===== config.mk =====
export PLATFORM = sky130hd
export DESIGN_NAME = vxmul
export DESIGN_NICKNAME = d
export VERILOG_FILES = /design/src/rtl/vxmul_pkg.sv /design/src/rtl/vxmul_leaf.sv /design/src/rtl/vxmul_cla.sv /design/src/rtl/vxmul_node.sv /design/src/rtl/vxmul.sv
export SDC_FILE = /design/constraint.sdc
export NUM_CORES = 2
export LEC_CHECK = 0
export BUFFER_PORTS_ARGS = -buffer_cell sky130_fd_sc_hd__buf_2
export CAP_MARGIN = 40
export CORE_MARGIN = 2
export CORE_UTILIZATION = 45
export CTS_BUF_LIST = sky130_fd_sc_hd__clkbuf_4
export DETAILED_ROUTE_END_ITERATION = 8
export SLEW_MARGIN = 0
export SYNTH_ARGS = -nofsm -noshare
export SYNTH_HDL_FRONTEND = slang
export SYNTH_SLANG_ARGS = --single-unit

===== constraint.sdc =====
create_clock -name clk_i -period 0.8 [get_ports clk_i]
set_clock_uncertainty 0.15 [all_clocks]
set_input_delay 0.08 -clock clk_i [delete_from_list [all_inputs] [get_ports clk_i]]
set_output_delay 0.08 -clock clk_i [all_outputs]
set_load 0.005 [all_outputs]

===== src/rtl/vxmul_pkg.sv =====
package vxmul_pkg;
  localparam int unsigned LEAF_W = 3;

  // {carry, sum}
  function automatic logic [1:0] half_add(input logic x, input logic y);
    return {x & y, x ^ y};
  endfunction

  function automatic logic [1:0] full_add(input logic x, input logic y, input logic z);
    return {(x & y) | (z & (x ^ y)), x ^ y ^ z};
  endfunction
endpackage


===== src/rtl/vxmul_leaf.sv =====
module vxmul_leaf
  import vxmul_pkg::*;
(
  input  logic [2:0] a_i,
  input  logic [2:0] b_i,
  output logic [5:0] p_o
);
  logic [2:0] pp0, pp1, pp2;
  logic [1:0] ha_c1, fa_c2, ha_c2, fa_c3, ha_c3, fa_c4;

  always_comb begin
    pp0 = a_i & {3{b_i[0]}};
    pp1 = a_i & {3{b_i[1]}};
    pp2 = a_i & {3{b_i[2]}};
    // column 1
    ha_c1 = half_add(pp0[1], pp1[0]);
    // column 2
    fa_c2 = full_add(pp0[2], pp1[1], pp2[0]);
    ha_c2 = half_add(fa_c2[0], ha_c1[1]);
    // column 3
    fa_c3 = full_add(pp1[2], pp2[1], fa_c2[1]);
    ha_c3 = half_add(fa_c3[0], ha_c2[1]);
    // column 4
    fa_c4 = full_add(pp2[2], fa_c3[1], ha_c3[1]);
    p_o = {fa_c4[1], fa_c4[0], ha_c3[0], ha_c2[0], ha_c1[0], pp0[0]};
  end
endmodule


===== src/rtl/vxmul_cla.sv =====
module vxmul_cla #(
  parameter int unsigned W = 8
) (
  input  logic [W-1:0] a_i,
  input  logic [W-1:0] b_i,
  output logic [W-1:0] s_o
);
  localparam int unsigned LVL = (W > 1) ? $clog2(W) : 1;

  logic [W-1:0] gen_v, prp_v;

  // Kogge-Stone prefix; in-place update from the top bit down keeps old operands
  always_comb begin
    gen_v = a_i & b_i;
    prp_v = a_i ^ b_i;
    for (int l = 0; l < LVL; l++) begin
      for (int i = W - 1; i >= (1 << l); i--) begin
        gen_v[i] = gen_v[i] | (prp_v[i] & gen_v[i - (1 << l)]);
        prp_v[i] = prp_v[i] & prp_v[i - (1 << l)];
      end
    end
    if (W > 1) s_o = (a_i ^ b_i) ^ {gen_v[W-2:0], 1'b0};
    else       s_o = a_i ^ b_i;
  end
endmodule


===== src/rtl/vxmul_node.sv =====
module vxmul_node
  import vxmul_pkg::*;
#(
  parameter int unsigned N = 24
) (
  input  logic [N-1:0]   a_i,
  input  logic [N-1:0]   b_i,
  output logic [2*N-1:0] p_o
);
  localparam int unsigned H = N / 2;

  if (N == LEAF_W) begin : g_leaf
    vxmul_leaf u_leaf (.a_i(a_i), .b_i(b_i), .p_o(p_o));
  end else begin : g_split
    logic [N-1:0]   lo_lo, hi_lo, lo_hi, hi_hi;
    logic [N:0]     cross_sum;
    logic [2*N-1:0] cross_sh;

    vxmul_node #(.N(H)) u_ll (.a_i(a_i[H-1:0]), .b_i(b_i[H-1:0]), .p_o(lo_lo));
    vxmul_node #(.N(H)) u_hl (.a_i(a_i[N-1:H]), .b_i(b_i[H-1:0]), .p_o(hi_lo));
    vxmul_node #(.N(H)) u_lh (.a_i(a_i[H-1:0]), .b_i(b_i[N-1:H]), .p_o(lo_hi));
    vxmul_node #(.N(H)) u_hh (.a_i(a_i[N-1:H]), .b_i(b_i[N-1:H]), .p_o(hi_hi));

    // one extra bit keeps the cross-term carry
    vxmul_cla #(.W(N+1)) u_cross (
      .a_i({1'b0, hi_lo}),
      .b_i({1'b0, lo_hi}),
      .s_o(cross_sum)
    );

    assign cross_sh = {{(N-H-1){1'b0}}, cross_sum, {H{1'b0}}};

    // outer products do not overlap: concatenate, then one add
    vxmul_cla #(.W(2*N)) u_merge (
      .a_i({hi_hi, lo_lo}),
      .b_i(cross_sh),
      .s_o(p_o)
    );
  end
endmodule


===== src/rtl/vxmul.sv =====
module vxmul #(
  parameter int unsigned OP_W    = 24,  // LEAF_W times a power of two
  parameter bit          REG_OUT = 1'b1
) (
  input  logic              clk_i,
  input  logic              rst_ni,
  input  logic [OP_W-1:0]   a_i,
  input  logic [OP_W-1:0]   b_i,
  output logic [2*OP_W-1:0] p_o
);
  localparam int unsigned P_W = 2 * OP_W;

  logic [P_W-1:0] prod_c;

  vxmul_node #(.N(OP_W)) u_root (.a_i(a_i), .b_i(b_i), .p_o(prod_c));

  if (REG_OUT) begin : g_reg
    logic [P_W-1:0] prod_q;
    logic           live_q;

    always_ff @(posedge clk_i or negedge rst_ni) begin
      if (!rst_ni) begin
        prod_q <= '0;
        live_q <= 1'b0;
      end else begin
        prod_q <= prod_c;
        live_q <= 1'b1;
      end
    end

    assign p_o = prod_q;

    assert_prod_R1: assert property (@(posedge clk_i) disable iff (!rst_ni)
      live_q |-> p_o == ({{OP_W{1'b0}}, $past(a_i)} * {{OP_W{1'b0}}, $past(b_i)}));

    assert_hold_R2: assert property (@(posedge clk_i) disable iff (!rst_ni)
      (live_q && $stable(a_i) && $stable(b_i)) |=> $stable(p_o));

    assert_zero_R4: assert property (@(posedge clk_i) disable iff (!rst_ni)
      (live_q && ($past(a_i) == '0 || $past(b_i) == '0)) |-> p_o == '0);

    assert_unit_R5: assert property (@(posedge clk_i) disable iff (!rst_ni)
      (live_q && $past(a_i) == OP_W'(1)) |-> p_o == {{OP_W{1'b0}}, $past(b_i)});

    assert_ones_R6: assert property (@(posedge clk_i) disable iff (!rst_ni)
      (live_q && &$past(a_i) && &$past(b_i)) |-> p_o == {{(OP_W-1){1'b1}}, 1'b0, {(OP_W-1){1'b0}}, 1'b1});
  end else begin : g_comb
    assign p_o = prod_c;
  end
endmodule


==> flow_summary.toml <==
[detailed_routing]
vias = 23800
drt_iter0_markers = 1068
drt_first_pass_iters = 7
wirelength_microns = 77300
ant_nets = 0
routed_via_density = 5.17
wire_per_inst_microns = 16.8
drc = 0

[place]
dp_hpwl_microns = 62400
globalplace.congestion = 0.909
io_buffers = 97

[sta]
postLayoutSetupSlackWorst_ns = -7.59
post-route-period-util_pct = 1050
grt_setup_unrepaired = "yes"
tightest_slew_ns = 0.463
drv_slew = 0
fmax_mhz = 119
hold_viol_final = 0
relSlewSlack_pct = 68.3
period_needed_ns = 8.39
setup_tns_ns = -273.12
setup_viol = 95

[yosys]
ys_seq_area_share_pct = 4.68
syn_avg_cell_area_sq_um = 8.14
synth_cell_types = 73
syn_inst = 3153
synth-edff-count = 0
dominantRegCellSynth = "dfrtp_1"
yosys_warnings = 0
syn_area_sq_mm = 0.0257
syn_nets = 3986
synth.largest_area_cell = "ha_1"
synth-seq-cells = 48
async_flop_share_pct = 100
ys_top_cells_by_area = "ha_1 27%, fa_1 18%, xnor2_1 8.6%"
synth_top_area_share_pct = 26.8

[floorplan]
rows = 87
die_width_microns = 243
initial_core_util_pct = 45.5
die_h_microns = 243
core-area_sq_mm = 0.0564
dieArea_sq_mm = 0.0589
pin_count = 98

[clocking]
cts_sinks = 48
cts_inserted_buffers = 5
clockBufferDepth = 2
root_buffer = "clkbuf_4"
cts_tree = "built"
clk_pin_slew_ns = 0.15
htreeDepth = 2

[worst_setup_path]
critPathSlowestCell = "fa_1"
crit_top_cell = "and2_4"
start_kind = "input port"
cp-end-kind = "register"
crit_required_ns = 0.95
slowest_delay_ns = 0.52
path_class = "in2reg"
cp_max_fo = 4
cp.arrival_ns = 8.54

[global_route]
grtUsageMet1_pct = 34.2
grt_util_met2_pct = 47.2
grt_use_total_pct = 26.0
grt_pass1_vias = 24900
grt_start_max_net_pins = 49
globalRouteOverflowTotal = 0
grt-busiest-layer = "met2"
grt_first_pass_wirelength_microns = 125000
met3_usage_pct = 0.929
antenna_found_initial = 4

[cells_and_area]
nNetsFinal = 4676
largest_reg_flops = 48
drive_gt1_share_pct = 31.9
syn_to_final_growth_pct = 36.2

[job]
maxCapViolations = 0

[run_status]
failed_checks = "setup timing"
status = "complete, but fails checks"

[hold_path]
hold_class = "in2async"
[layer usage]
layer / part of all wire (%) / up-vias
li1: - / 11800
met1: 45 / 11600
met2: 49 / 374
met3: 2.9 / 80
met4: 2.4 / 2
met5: 0.017 / -
[worst max-delay path, delay by kind of cell]
kind,cells,cell delay [ns]
fa+ha+maj,10,3.17
compound gates,11,1.98
simple gates,10,1.73
buf+inv,8,0.82
xor+xnor,5,0.74
[logic make-up (layout without fill, tap and decap cells)]
| group | Yosys count | after routing | synth area share (%) |
|---|---|---|---|
| and+or+nand+nor | 929 | 929 | 17.7 |
| adders and majority gates | 783 | 783 | 45.0 |
| muxes | 2 | 2 | 0.0829 |
| DFF | 48 | 48 | 4.68 |
| other | 0 | 3 | 0 |
| AOI/OAI and AO/OA | 567 | 567 | 14.1 |
| buffers and inverters | 499 | 1190 | 7.33 |
| xor gates and xnor gates | 325 | 325 | 11.1 |
[synth_stat cells, drive strengths merged, types with 73 or more instances]
cell type,number
a21oi,223
xnor2,252
clkbuf,99
ha,549
o21bai,86
nand2,373
a21o,84
and2,260
nor2,136
fa,234
xor2,73
inv,397
[through the flow]
step	setup slack, ns	hold slack, ns	cells	util (%)	cell area, sq um
global placement	-8.12	-0.0758	4481	56.2	31700
finish	-7.59	0.00741	4603	62.0	34900
floorplan	-7.51	-0.366	3153	-	26600
CTS	-7.51	0.00302	4558	59.8	33700
detailed placement	-8.22	-0.0704	4481	56.2	31700
global route	-7.84	0.0199	4601	61.9	34900
[path summary, 6_finish.rpt]
path / endpoint / from / cells after the start
max: p_o[46] / a_i[13] / 44
min: p_o[4] / rst_ni / 3
max in group asynchronous: p_o[36] / rst_ni / 3
min in group clk_i: p_o[0] / a_i[0] / 3
[cells in the final DEF (no fill, tap or decap), types with 38 or more instances in the layout]
cell	count
a21oi_1	143
ha_4	38
dfrtp_1	48
inv_1	359
ha_1	494
nor2_1	115
xor2_1	68
buf_6	75
fa_1	198
o21bai_1	79
xnor2_1	206
o21ai_0	43
buf_4	603
a21o_1	84
nand2_1	349
and2_1	236
inv_2	38
nor2b_1	40
xnor2_2	41
buf_2	68
a21oi_2	69
[layout make-up]
class,instances,area [sq um]
Clock buffer,5,37.5
Inverter,397,1490
Tap cell,756,946
Antenna cell,3,7.51
Fill cell,4905,21500
Sequential cell,48,1200
Timing Repair Buffer,785,6450
Multi-Input combinational cell,2606,24800
Clock inverter,3,42.5
[what timing repair did]
item	4_1_cts	5_1_grt
gates cloned	3	1
endpoints found under the hold margin	48	0
setup buffers	68	51
pin swaps	176	183
endpoints found under the setup margin	95	95
hold buffers	1	0
gates resized for setup	297	195
Power is not shown: default switching activity piles up to over one toggle a cycle in this logic, so the estimate is an artifact.
